## config.mk

```make
export PLATFORM = sky130hd
export DESIGN_NAME = evt_timer
export DESIGN_NICKNAME = d
export VERILOG_FILES = /design/src/rtl/evt_timer_pkg.sv /design/src/rtl/evt_timer_presc.sv /design/src/rtl/evt_timer_core.sv /design/src/rtl/evt_timer_thin.sv /design/src/rtl/evt_timer.sv
export SDC_FILE = /design/constraint.sdc
export NUM_CORES = 1
export LEC_CHECK = 0
export CAP_MARGIN = 20
export CORE_MARGIN = 5
export CORE_UTILIZATION = 54
export DETAILED_ROUTE_END_ITERATION = 16
export GPL_ROUTABILITY_DRIVEN = 0
export GPL_TIMING_DRIVEN = 0
export HOLD_SLACK_MARGIN = 0.02
export PLACE_DENSITY = 0.82
export SLEW_MARGIN = 0
export SYNTH_ARGS = -nofsm -noshare
export SYNTH_HDL_FRONTEND = slang
export SYNTH_SLANG_ARGS = --single-unit
```

## constraint.sdc

```tcl
create_clock -name clk -period 4.11 [get_ports clk]
set_clock_uncertainty 0.2 [all_clocks]
set_input_delay 1.0275 -clock clk [delete_from_list [all_inputs] [get_ports clk]]
set_output_delay 1.0275 -clock clk [all_outputs]
set_load 0.03 [all_outputs]
```

## src/rtl/evt_timer_pkg.sv

```systemverilog
package evt_timer_pkg;

    typedef enum logic {
        MODE_UP     = 1'b0,
        MODE_UPDOWN = 1'b1
    } mode_e;

    typedef enum logic {
        DIR_UP   = 1'b0,
        DIR_DOWN = 1'b1
    } dir_e;

    typedef struct packed {
        logic cmp_hit;
        logic zero_hit;
    } evt_s;

    function automatic logic thinned_is_zero(mode_e m);
        return m == MODE_UPDOWN;
    endfunction

endpackage

```

## src/rtl/evt_timer_presc.sv

```systemverilog
module evt_timer_presc #(
    parameter int SEL_W = 2
) (
    input  logic             clk,
    input  logic             rst,
    input  logic             restart,
    input  logic             run_en,
    input  logic [SEL_W-1:0] div_sel,
    output logic             tick
);
    localparam int PRE_W = (1 << SEL_W) - 1;

    logic [PRE_W-1:0] pcnt_q;
    logic [PRE_W-1:0] phase_mask;

    // mask of the low k bits; wraps to all ones for the largest k
    always_comb begin
        phase_mask = (PRE_W'(1) << div_sel) - PRE_W'(1);
        tick       = run_en && ((pcnt_q & phase_mask) == phase_mask);
    end

    always_ff @(posedge clk) begin
        if (rst || restart) begin
            pcnt_q <= '0;
        end else if (run_en) begin
            pcnt_q <= pcnt_q + PRE_W'(1);
        end
    end
endmodule

```

## src/rtl/evt_timer_core.sv

```systemverilog
module evt_timer_core
    import evt_timer_pkg::*;
#(
    parameter int CNT_W = 16
) (
    input  logic             clk,
    input  logic             rst,
    input  logic             restart,
    input  logic             tick,
    input  mode_e            mode,
    input  logic [CNT_W-1:0] cmp_val,
    output logic [CNT_W-1:0] count,
    output evt_s             evt
);
    localparam logic [CNT_W-1:0] CNT_MAX  = '1;
    localparam logic [CNT_W-1:0] CNT_ZERO = '0;

    logic [CNT_W-1:0] cnt_q, cnt_d, up_nxt, dn_nxt;
    dir_e             dir_q, dir_d;

    always_comb begin
        up_nxt = (cnt_q == CNT_MAX)  ? CNT_MAX  : cnt_q + 1'b1;
        dn_nxt = (cnt_q == CNT_ZERO) ? CNT_ZERO : cnt_q - 1'b1;
        cnt_d  = cnt_q;
        dir_d  = dir_q;
        evt    = '0;
        if (tick && !restart) begin
            if (mode == MODE_UP) begin
                dir_d = DIR_UP;
                if (cnt_q >= cmp_val) begin
                    cnt_d        = CNT_ZERO;
                    evt.cmp_hit  = 1'b1;
                    evt.zero_hit = 1'b1;
                end else begin
                    cnt_d = up_nxt;
                end
            end else if (dir_q == DIR_UP) begin
                cnt_d = up_nxt;
                if (up_nxt >= cmp_val) begin
                    dir_d       = DIR_DOWN;
                    evt.cmp_hit = 1'b1;
                end
            end else begin
                cnt_d = dn_nxt;
                if (dn_nxt == CNT_ZERO) begin
                    dir_d        = DIR_UP;
                    evt.zero_hit = 1'b1;
                end
            end
        end
    end

    always_ff @(posedge clk) begin
        if (rst || restart) begin
            cnt_q <= CNT_ZERO;
            dir_q <= DIR_UP;
        end else begin
            cnt_q <= cnt_d;
            dir_q <= dir_d;
        end
    end

    assign count = cnt_q;
endmodule

```

## src/rtl/evt_timer_thin.sv

```systemverilog
module evt_timer_thin
    import evt_timer_pkg::*;
#(
    parameter int SKIP_W = 3
) (
    input  logic              clk,
    input  logic              rst,
    input  logic              restart,
    input  mode_e             mode,
    input  logic [SKIP_W-1:0] skip_n,
    input  evt_s              evt,
    input  logic              force_zero,
    input  logic              zero_ack,
    input  logic              cmp_ack,
    output logic              zero_flag,
    output logic              cmp_flag
);
    logic [SKIP_W-1:0] skip_q;
    logic [SKIP_W-1:0] seen_q;
    logic              skip_chg, sel_hit, pass, zero_set, cmp_set;
    logic              zero_q, cmp_q;

    always_comb begin
        skip_chg = (skip_n != skip_q);
        sel_hit  = thinned_is_zero(mode) ? evt.zero_hit : evt.cmp_hit;
        pass     = sel_hit && (seen_q == skip_n);
        if (thinned_is_zero(mode)) begin
            zero_set = pass || force_zero;
            cmp_set  = evt.cmp_hit;
        end else begin
            zero_set = evt.zero_hit || force_zero;
            cmp_set  = pass;
        end
    end

    always_ff @(posedge clk) begin
        skip_q <= skip_n;
        if (rst || restart || skip_chg) begin
            seen_q <= '0;
        end else if (sel_hit) begin
            seen_q <= pass ? '0 : seen_q + 1'b1;
        end
    end

    always_ff @(posedge clk) begin
        if (rst) begin
            zero_q <= 1'b0;
            cmp_q  <= 1'b0;
        end else begin
            if (zero_set)      zero_q <= 1'b1;
            else if (zero_ack) zero_q <= 1'b0;
            if (cmp_set)       cmp_q  <= 1'b1;
            else if (cmp_ack)  cmp_q  <= 1'b0;
        end
    end

    assign zero_flag = zero_q;
    assign cmp_flag  = cmp_q;
endmodule

```

## src/rtl/evt_timer.sv

```systemverilog
module evt_timer
    import evt_timer_pkg::*;
#(
    parameter int CNT_W  = 16,
    parameter int SEL_W  = 2,
    parameter int SKIP_W = 3
) (
    input  logic              clk,
    input  logic              rst,
    input  logic              run_en,
    input  logic [SEL_W-1:0]  div_sel,
    input  logic              updown,
    input  logic [CNT_W-1:0]  cmp_val,
    input  logic [SKIP_W-1:0] skip_n,
    input  logic              sw_clr,
    input  logic              zero_ack,
    input  logic              cmp_ack,
    input  logic              zero_ie,
    input  logic              cmp_ie,
    output logic [CNT_W-1:0]  count,
    output logic              zero_flag,
    output logic              cmp_flag,
    output logic              irq_zero,
    output logic              irq_cmp
);
    mode_e mode;
    evt_s  evt;
    logic  tick;
    logic  divided;

    assign mode    = updown ? MODE_UPDOWN : MODE_UP;
    assign divided = (div_sel != '0);

    evt_timer_presc #(.SEL_W(SEL_W)) u_presc (
        .clk     (clk),
        .rst     (rst),
        .restart (sw_clr),
        .run_en  (run_en),
        .div_sel (div_sel),
        .tick    (tick)
    );

    evt_timer_core #(.CNT_W(CNT_W)) u_core (
        .clk     (clk),
        .rst     (rst),
        .restart (sw_clr),
        .tick    (tick),
        .mode    (mode),
        .cmp_val (cmp_val),
        .count   (count),
        .evt     (evt)
    );

    evt_timer_thin #(.SKIP_W(SKIP_W)) u_thin (
        .clk        (clk),
        .rst        (rst),
        .restart    (sw_clr),
        .mode       (mode),
        .skip_n     (skip_n),
        .evt        (evt),
        .force_zero (sw_clr && divided),
        .zero_ack   (zero_ack),
        .cmp_ack    (cmp_ack),
        .zero_flag  (zero_flag),
        .cmp_flag   (cmp_flag)
    );

    assign irq_zero = zero_flag && zero_ie;
    assign irq_cmp  = cmp_flag && cmp_ie;
endmodule

```

==> metrics <==
Synth top area share 19.2%; Syn Area/Cell 7.44 µm²; R2R setup slack 0.22 ns; worst-skew pair later-pin latency 0.28 ns; H-tree depth 1; switching portion of total power 27.8%; Worst Path Buf+Inv 2; Hold Slack 0.316 ns; placed cell count 511; Top Ports 50; hold buffer count at CTS 0; worst r2r src u_core.count[13]; Total Wirelength 8.62 mm; initial drt markers 449; post-synthesis mux area share 2.19%; routed vias/inst 6.22; core box area 5170 µm²; Worst slew margin 32.3%; WL per Instance 16.7 µm; simple-gate share of the synthesized area 25.7%; Slowest-stage cell, CP a41oi_2; CTS Buffer Depth 2; Cell Pwr Density 164 nW/µm²; DRC Markers 0; number of global-route vias before repair 2943; Total GRT Usage 24.0%; Sequential Power Share 47.6%; HPWL after DPL 6.56 mm; TritonCTS Buffers 3; CTS tree yes; DRT antenna net count 0; synth unique cells 53; Synth area leaders dfxtp_1 (19%), ha_1 (15%), a21oi_1 (5.1%), o21ai_0 (4.6%), xnor2_1 (4.2%); Internal Pwr Total 423 µW; Max Cap Violations 0; final worst path period share 95.5%; ys async rst share 0%; Setup-failing EPs final 0; register bit total from synthesis 28; largest net degree at the start of global routing 16; vias 3204; Synth Instances 392; die width 83.5 µm; PortBufs 49; Setup Buffers After CTS 0; TritonRoute pass-1 iters 5; nets 512; crit path max fanout 10; switching pwr 163 µW; setup TNS 0 ns; Setup crit end kind flip-flop; Reg area 564 µm²; Worst Setup Start Kind input port; Cell Count, Final, Fillers Out 515; RR Endpoint u_thin.cmp_flag; setup repair after global routing missed its margin no; Layout area overhead 22.4%; CP required 4.10 ns; syn_nets 458; Worst Tran Pin Value 1.01 ns; final hold viol count 0; remaining global-route overflow 0; Die Y 83.5 µm; Synth Area in Adders 15.4%; maximum vdd drop 0.000149 V; min Tclk post-route 3.93 ns; Synth Area in Compound Gates 23.1%; Max stage delay on crit path 0.48 ns; Clock power frac 30.0%; Reg2Reg Depth 13; Cells on Worst Hold Path 2; Max Freq 255 MHz; num rows 26; status completed; critical path arrival 3.91 ns; combinational family with the most area after synthesis simple AND/OR/NAND/NOR gates; filler instances 434; Starting Density 56.4%; Root Driver clkbuf_8; register area share after synthesis 19.2%; CP most frequent cell a211oi_1; crit path kind input port to flip-flop; footprint of the multi-input gates 2150 µm²; HP Start u_thin.seen_q[0]; CTS sink cnt 28; Slew Viols, Final 0; EDFF count, synth 0; wire length of the first global-routing pass 14.0 mm; initial antenna violation count 0; Comb pwr share 22.4%; clk slew on worst S/H paths 0.09 ns; Crit path max-delay family compound AO/OA/AOI/OAI gates; Antenna Cells 0; Cell Chain, Critical Path clkdlybuf4s50_1 > ha_1 > nand2b_1 > a211oi_1 > o21ai_0 > a41oi_2 > or2_2 > clkbuf_1 > a21oi_1 > a211oi_1; Die ar. 6970 µm²; Yosys warning total 0; Main synth FF type dfxtp_1; share of cells above drive strength 1 8.31%; Hold WC Path Type flip-flop to flip-flop; hold endpoint u_thin.seen_q[0]; synthesized area 2920 µm²; Synth Area in XOR/XNOR 6.91%; top cell type by total area after synthesis dfxtp_1; Lkg Pwr 1.52 nW
## layout make-up
type,count,share of cell area [%]
repair buffers,49,13.7
inverters,28,2.95
plain buffers,26,3.16
multi-input cells,310,60.3
clock buffers,4,1.54
well taps,70,2.45
flip-flops and latches,28,15.8
## cell usage in the layout, fill, tap and decap left out, types with 2 or more instances in the layout
cell type / instances
nor2b_1: 5
buf_2: 11
a221oi_1: 5
o31ai_1: 3
xnor2_1: 14
and3_1: 2
o2111ai_1: 2
clkbuf_8: 4
nand4_1: 7
nand4b_1: 2
ha_1: 36
a211oi_1: 7
nand3_1: 16
nor2_1: 27
mux2i_1: 3
nand2_1: 30
and2_1: 6
o21bai_1: 2
nand2b_1: 6
a31oi_1: 6
o21ai_0: 27
clkdlybuf4s50_1: 49
o211ai_1: 5
a21o_1: 3
nor4_1: 13
dfxtp_1: 25
dfxtp_2: 3
a21oi_1: 30
or2_2: 6
inv_1: 28
clkbuf_1: 14
or4_1: 3
xor2_1: 9
or3_1: 3
nor3_1: 6
or4b_2: 2
mux2_2: 3
## state kept, by name, summed over array words and instances, names as in the netlist
name              flops
u_thin.seen_q         3
u_thin.cmp_flag       1
u_core.count         16
u_presc.pcnt_q        3
u_thin.zero_flag      1
u_core.dir_q          1
u_thin.skip_q         3
## power groups by stage
stage               registers, mW  logic, mW  clock network (mW)
global placement            0.285      0.124                   0
global route                0.280      0.143               0.194
floorplan                   0.288     0.0680                   0
CTS                         0.279      0.130               0.179
finish                      0.279      0.131               0.176
detailed placement          0.285      0.128                   0
## cells by family (layout without fill, tap and decap cells)
group,after synthesis,after routing
buffers and inverters,54,107
DFF,28,28
muxes,6,6
AOI/OAI and AO/OA,104,104
and+or+nand+nor,141,141
xor gates and xnor gates,23,23
adders and majority gates,36,36
## layer usage
| metal | track usage (%) | vias to the layer above | share of wire (%) |
|---|---|---|---|
| met3 | 4.34 | 36 | 9.4 |
| met2 | 41.5 | 184 | 47 |
| met1 | 29.3 | 1447 | 40 |
| met4 | 9.21 | 0 | 3.6 |
| met5 | 0 | - | 0 |
| li1 | - | 1537 | - |
## synthesized netlist by cell type (all sizes together), types with 7 or more instances
master and count:
o21ai 28, nand4 7, xnor2 14, nor4 13
clkbuf 15, a211oi 8, dfxtp 28, inv 28
nand3 16, nor2 27, nand2 30, a21oi 30
buf 11, xor2 9, ha 36
## stage by stage
stage | area [µm²] | util, % | worst slack [ns] | power (mW)
after detailed placement | 3500 | 67.7 | -0.353 | 0.413
after global routing | 3570 | 69.0 | 0.00346 | 0.617
after floorplan | 2920 | - | 0.564 | 0.356
after CTS | 3560 | 68.9 | 0.185 | 0.588
final | 3570 | 69.0 | 0.183 | 0.587
after global placement | 3490 | 67.6 | -0.361 | 0.409
## worst max-delay path by stage
| stage | from | to | slack [ns] | cells after the start |
|---|---|---|---|---|
| final | cmp_val[0] | u_core.count[1] | 0.18 | 10 |
| after global routing | u_core.count[13] | u_thin.cmp_flag | 0.003 | 13 |
| after CTS | u_core.count[2] | u_thin.cmp_flag | 0.19 | 13 |
| after detailed placement | cmp_val[0] | u_core.count[1] | -0.35 | 10 |
| after global placement | cmp_val[0] | u_core.count[6] | -0.36 | 10 |
| after floorplan | u_core.count[1] | u_thin.cmp_flag | 0.56 | 13 |
## tightest hold or removal path: cells and delay by family, from the launching register on
kind / cells / cell delay, ns
flip-flops: 1 / 0.36
AO/OA/AOI/OAI: 1 / 0.05
AND/OR/NAND/NOR: 1 / 0.07
## what timing repair did
action / in CTS / in global routing
resized for setup: 1 / 5
endpoints found under the setup margin: 7 / 1
pin swaps: 0 / 0
Note: power is estimated with default switching activity, not from simulation.
